## src/rtl/rng_fetch_pkg.sv

```systemverilog
package rng_fetch_pkg;

    typedef enum logic [1:0] {
        SZ_16  = 2'd0,
        SZ_32  = 2'd1,
        SZ_64  = 2'd2,
        SZ_DEF = 2'd3
    } size_e;

    typedef enum logic {
        ST_IDLE   = 1'b0,
        ST_SAMPLE = 1'b1
    } state_e;

    localparam int LANE_W = 16;

endpackage

```

## src/rtl/rng_word_shaper.sv

```systemverilog
module rng_word_shaper
    import rng_fetch_pkg::*;
#(
    parameter int DATA_W = 64
) (
    input  size_e              size_i,
    input  logic               ready_i,
    input  logic [DATA_W-1:0]  data_i,
    output logic [DATA_W-1:0]  word_o
);
    localparam int LANES = DATA_W / LANE_W;

    logic [2:0] lanes_live;

    always_comb begin
        unique case (size_i)
            SZ_16:   lanes_live = 3'd1;
            SZ_64:   lanes_live = 3'd4;
            default: lanes_live = 3'd2;
        endcase
    end

    for (genvar g = 0; g < LANES; g++) begin : g_lane
        assign word_o[g*LANE_W +: LANE_W] =
            (ready_i && (g < int'(lanes_live))) ? data_i[g*LANE_W +: LANE_W] : '0;
    end

endmodule

```

## src/rtl/rng_attempt_ctr.sv

```systemverilog
module rng_attempt_ctr #(
    parameter int MAX_TRIES = 10,
    parameter int CNT_W     = $clog2(MAX_TRIES + 1)
) (
    input  logic             clk,
    input  logic             rst_n,
    input  logic             clear_i,
    input  logic             step_i,
    output logic [CNT_W-1:0] count_o,
    output logic             last_o
);
    localparam logic [CNT_W-1:0] LAST_VAL = CNT_W'(MAX_TRIES - 1);

    always_ff @(posedge clk or negedge rst_n) begin
        if (!rst_n) begin
            count_o <= '0;
        end else if (clear_i) begin
            count_o <= '0;
        end else if (step_i) begin
            count_o <= count_o + 1'b1;
        end
    end

    assign last_o = (count_o == LAST_VAL);

endmodule

```

## src/rtl/rng_fetch_unit.sv

```systemverilog
module rng_fetch_unit
    import rng_fetch_pkg::*;
#(
    parameter int DATA_W    = 64,
    parameter int MAX_TRIES = 10,
    parameter int CNT_W     = $clog2(MAX_TRIES + 1)
) (
    input  logic              clk,
    input  logic              rst_n,
    input  logic              req_i,
    input  logic [1:0]        size_i,
    input  logic              retry_en_i,
    input  logic              src_ready_i,
    input  logic [DATA_W-1:0] src_data_i,
    output logic              done_o,
    output logic [DATA_W-1:0] word_o,
    output logic              carry_o,
    output logic              ovf_o,
    output logic              sign_o,
    output logic              zero_o,
    output logic              aux_o,
    output logic              parity_o,
    output logic              limit_hit_o,
    output logic [CNT_W-1:0]  attempts_o
);
    state_e state_q, state_d;
    size_e  size_q;
    logic   retry_q;

    logic              accept, attempt, hit, give_up, finish;
    logic [CNT_W-1:0]  tries;
    logic              tries_last;
    logic [DATA_W-1:0] shaped;

    assign accept  = (state_q == ST_IDLE) && req_i;
    assign attempt = (state_q == ST_SAMPLE);
    assign hit     = attempt && src_ready_i;
    assign give_up = attempt && !src_ready_i && (!retry_q || tries_last);
    assign finish  = hit || give_up;

    rng_attempt_ctr #(.MAX_TRIES(MAX_TRIES), .CNT_W(CNT_W)) u_ctr (
        .clk     (clk),
        .rst_n   (rst_n),
        .clear_i (accept),
        .step_i  (attempt),
        .count_o (tries),
        .last_o  (tries_last)
    );

    rng_word_shaper #(.DATA_W(DATA_W)) u_shaper (
        .size_i  (size_q),
        .ready_i (src_ready_i),
        .data_i  (src_data_i),
        .word_o  (shaped)
    );

    always_comb begin
        state_d = state_q;
        unique case (state_q)
            ST_IDLE:   if (accept) state_d = ST_SAMPLE;
            ST_SAMPLE: if (finish) state_d = ST_IDLE;
            default:   state_d = ST_IDLE;
        endcase
    end

    always_ff @(posedge clk or negedge rst_n) begin
        if (!rst_n) begin
            state_q <= ST_IDLE;
            size_q  <= SZ_32;
            retry_q <= 1'b0;
        end else begin
            state_q <= state_d;
            if (accept) begin
                size_q  <= size_e'(size_i);
                retry_q <= retry_en_i;
            end
        end
    end

    always_ff @(posedge clk or negedge rst_n) begin
        if (!rst_n) begin
            done_o      <= 1'b0;
            word_o      <= '0;
            carry_o     <= 1'b0;
            ovf_o       <= 1'b0;
            sign_o      <= 1'b0;
            zero_o      <= 1'b0;
            aux_o       <= 1'b0;
            parity_o    <= 1'b0;
            limit_hit_o <= 1'b0;
            attempts_o  <= '0;
        end else begin
            done_o <= finish;
            if (finish) begin
                word_o      <= shaped;
                carry_o     <= src_ready_i;
                ovf_o       <= 1'b0;
                sign_o      <= 1'b0;
                zero_o      <= 1'b0;
                aux_o       <= 1'b0;
                parity_o    <= 1'b0;
                limit_hit_o <= give_up && retry_q;
                attempts_o  <= tries + 1'b1;
            end
        end
    end

endmodule

```

## config.mk

```make
export PLATFORM = sky130hd
export DESIGN_NAME = rng_fetch_unit
export DESIGN_NICKNAME = d
export VERILOG_FILES = /design/src/rtl/rng_fetch_pkg.sv /design/src/rtl/rng_word_shaper.sv /design/src/rtl/rng_attempt_ctr.sv /design/src/rtl/rng_fetch_unit.sv
export SDC_FILE = /design/constraint.sdc
export NUM_CORES = 1
export LEC_CHECK = 0
export BUFFER_PORTS_ARGS = -buffer_cell sky130_fd_sc_hd__buf_2
export CAP_MARGIN = 20
export CORE_UTILIZATION = 45
export DETAILED_ROUTE_END_ITERATION = 6
export PLACE_DENSITY = 0.81
export SYNTH_ARGS = -nofsm -noshare
export SYNTH_HDL_FRONTEND = slang
export SYNTH_HIERARCHICAL = 1
export SYNTH_SLANG_ARGS = --single-unit
```

## constraint.sdc

```tcl
create_clock -name clk -period 2.1 [get_ports clk]
set_clock_uncertainty 0.1 [all_clocks]
set_input_delay 0.42 -clock clk [delete_from_list [all_inputs] [get_ports clk]]
set_output_delay 0.42 -clock clk [all_outputs]
set_load 0.05 [all_outputs]
```

==> run_results.csv <==
group,metric,value,unit
global_route,grt_pass1_wl,12220,um
finish,fill_cells,718,
sta,slew_violations,0,
detailed_routing,viasPerCell,5.087,
floorplanning,core_area,8258,um^2
floorplanning,die_x,94.63,um
floorplanning,start_util,0.4676,
clocking,numCtsBuffers,9,
hold_path,hp-class,"input port to register",
power,power.internal,3.187,mW
finish,fin_cells,527,
synth,synth-xor-area-share,0.006805,
run_status,status,"finished, final reports clean",
detailed_routing,drt-initial-drc-count,86,
power,total_leakage_power,2.777,nW
placement,gp_congestion,0.7126,
clocking,htreeDepth,3,
power,netSwitchingFraction,0.4053,
synth,synth_area_per_cell,13.69,um^2
finish,drive_gt1_frac,0.5640,
synth,synth_mux_area_frac,0.2090,
setup_path,worstPathArrival,2.10,ns
synth,synth_edf_count,0,
synth,synth_top_family_by_area,"multiplexers",
synth,synth_compound_area_frac,0.06546,
placement,port_buffers,141,
detailed_routing,dr.pass1.iters,4,
placement,place_ws,0.09544,ns
power,power_density,1112,nW/um^2
sta,finalSetupViolCount,0,
sta,rsz0062_at_grt,"false",
detailed_routing,routed-via-count,2681,
power,clkPwrFrac,0.231,
setup_path,required,2.22,ns
power,ir_drop,0.0004456,V
clocking,clk_path_buf_depth,2,
placement,dp.cells,510,
finish,final_common_cell,"buf_2",
synth,yosysWarnings,6,
floorplanning,dieArea,8955,um^2
global_route,grt-ovfl-total,0,
setup_path,cp-start-kind,"register",
sta,slew_headroom,0.6344,
setup_path,rrSetupSlack,0.11,ns
sta,fin_crit_sh,0.9463,
synth,synth.distinct_cells,32,
floorplanning,die_h,94.63,um
synth,synthArstFlopShare,1.000,
detailed_routing,wl,7707,um
job,max-cap-violations,0,
sta,max_freq,0.5032,GHz
synth,synth_flop_cell,"dfrtp_1",
finish,num_antenna_cells,0,
detailed_routing,ant_nets,0,
global_route,grt_antenna_before_repair,0,
placement,hpwl,5286,um
setup_path,critPathCaptureType,"register",
clocking,clock_latency,0.34,ns
power,comb_power_share,0.395,
synth,synthCells,282,
global_route,grt_max_degree,67,
sta,fin_ws,0.1127,ns
floorplanning,std_cell_rows,33,
clocking,cts.clk_slew.worst_paths,0.08,ns
clocking,cts_setup_buffers,0,
sta,hold_viol,0,
clocking,cts_tree,"done",
detailed_routing,wl_per_cell,14.62,um
sta,fin_setup_tns,0,ns
detailed_routing,remaining_drc_errors,0,
setup_path,crit_fanout,34,
floorplanning,ioPinCount,147,
global_route,grt_usage,0.1782,
sta,fin_crit,1.987,ns
power,seq_power_share,0.375,
sta,max_slew.worst_pin.slew,0.5485,ns
finish,syn_to_final_growth,24.79,%
synth,synth-seq-cells,79,
setup_path,worstSetupPathType,"register to register",
synth,syn_area,3861,um^2
finish,nNetsFinal,491,
finish,final_cell_mix,"140 x buf_2, 78 x dfrtp_1, 61 x mux2_2, 32 x and4b_1",
clocking,clkSinkCount,79,
synth,synth-simple-area-share,0.1309,
power,power_switching,2.172,mW
clocking,cts_root_buffer,"clkbuf_8",
synth,synthAdderAreaFrac,0.009721,
global_route,grt_pass1_vias,2640,
synth,yosysSeqAreaShare,0.5123,
==> through the flow <==
stage	cell area [um^2]	hold slack (ns)	power, mW	utilization
detailed placement	4586	0.3441	4.169	0.5553
floorplan	3876	0.02441	3.681	-
finish	4818	0.1888	5.359	0.5835
CTS	4818	0.1674	5.428	0.5835
global route	4818	0.1935	5.630	0.5835
global placement	4586	0.3406	4.121	0.5553
==> worst paths after layout <==
kind | to | startpoint | depth (start not counted)
min | retry_q$_DFFE_PN0P_ | retry_en_i | 3
max | word_o[14]$_DFFE_PN0P_ | u_ctr/count_o[1]$_DFFE_PN0P_ | 7
max in group asynchronous | word_o[19]$_DFFE_PN0P_ | rst_n | 3
min in group asynchronous | word_o[49]$_DFFE_PN0P_ | rst_n | 2
max reg2reg | word_o[14]$_DFFE_PN0P_ | u_ctr/count_o[1]$_DFFE_PN0P_ | 7
min reg2reg | word_o[17]$_DFFE_PN0P_ | word_o[17]$_DFFE_PN0P_ | 1
==> power groups by stage <==
stage	Combinational [mW]	Clock, mW	Sequential [mW]
floorplan	0.734	0	2.95
global placement	2.10	0	2.02
detailed placement	2.13	0	2.03
CTS	2.13	1.28	2.01
global route	2.24	1.35	2.05
finish	2.12	1.24	2.01
==> state kept, by name (all words and copies together), names as in the netlist <==
signal,cells
size_q,2
limit_hit_o,1
carry_o,1
retry_q,1
attempts_o,4
attempt,1
u_ctr/count_o,4
word_o,64
done_o,1
==> cell families after synthesis <==
logic type | after synthesis
adders and majority gates | 3
xor gates and xnor gates | 3
and+or+nand+nor | 62
other | 1
DFF | 79
AOI/OAI and AO/OA | 30
muxes | 69
buffers and inverters | 35
==> layout make-up <==
| class | count | area [um^2] | share of cell area |
|---|---|---|---|
| Multi-Input combinational cell | 172 | 1648 | 0.3420 |
| Timing Repair Buffer | 151 | 823.3 | 0.1709 |
| Inverter | 4 | 15.01 | 0.003116 |
| Tap cell | 105 | 131.4 | 0.02727 |
| Clock buffer | 11 | 141.4 | 0.02934 |
| Sequential cell | 79 | 1978 | 0.4105 |
| Clock inverter | 5 | 81.33 | 0.01688 |
==> routing by layer <==
metal | vias up | share of wire | global-route usage
met1 | 1295 | 0.43 | 0.2155
met5 | - | 0 | 0
met4 | 0 | 0.012 | 0.07702
li1 | 1272 | - | -
met3 | 7 | 0.083 | 0.06119
met2 | 107 | 0.48 | 0.2884
==> Yosys cell counts, drive strengths merged, types with 2 or more instances <==
master	count	share of area
and2	16	0.026
ha	3	0.0097
mux2	69	0.21
nand2b	2	0.0052
o211a	16	0.041
nand2	2	0.0019
inv	4	0.0039
nor2	3	0.0029
a21oi	4	0.0052
buf	30	0.060
and4b	32	0.083
nor2b	2	0.0032
xnor2	3	0.0068
dfrtp	78	0.51
o21ai	7	0.012
==> critical path, cell delays in order (launching register included) <==
cell	delay, ns
dfrtp_1	0.43
inv_1	0.07
ha_1	0.17
nand2_1	0.06
nor2_1	0.09
o21ai_4	0.31
buf_12	0.26
mux2_2	0.36
==> what timing repair did <==
action / 4_1_cts / 5_1_grt
hold buffers: 1 / 0
setup endpoints to repair: 0 / 29
resized for setup: 0 / 0
endpoints found under the hold margin: 40 / 0
No activity file was read; power rests on OpenSTA's default activity.
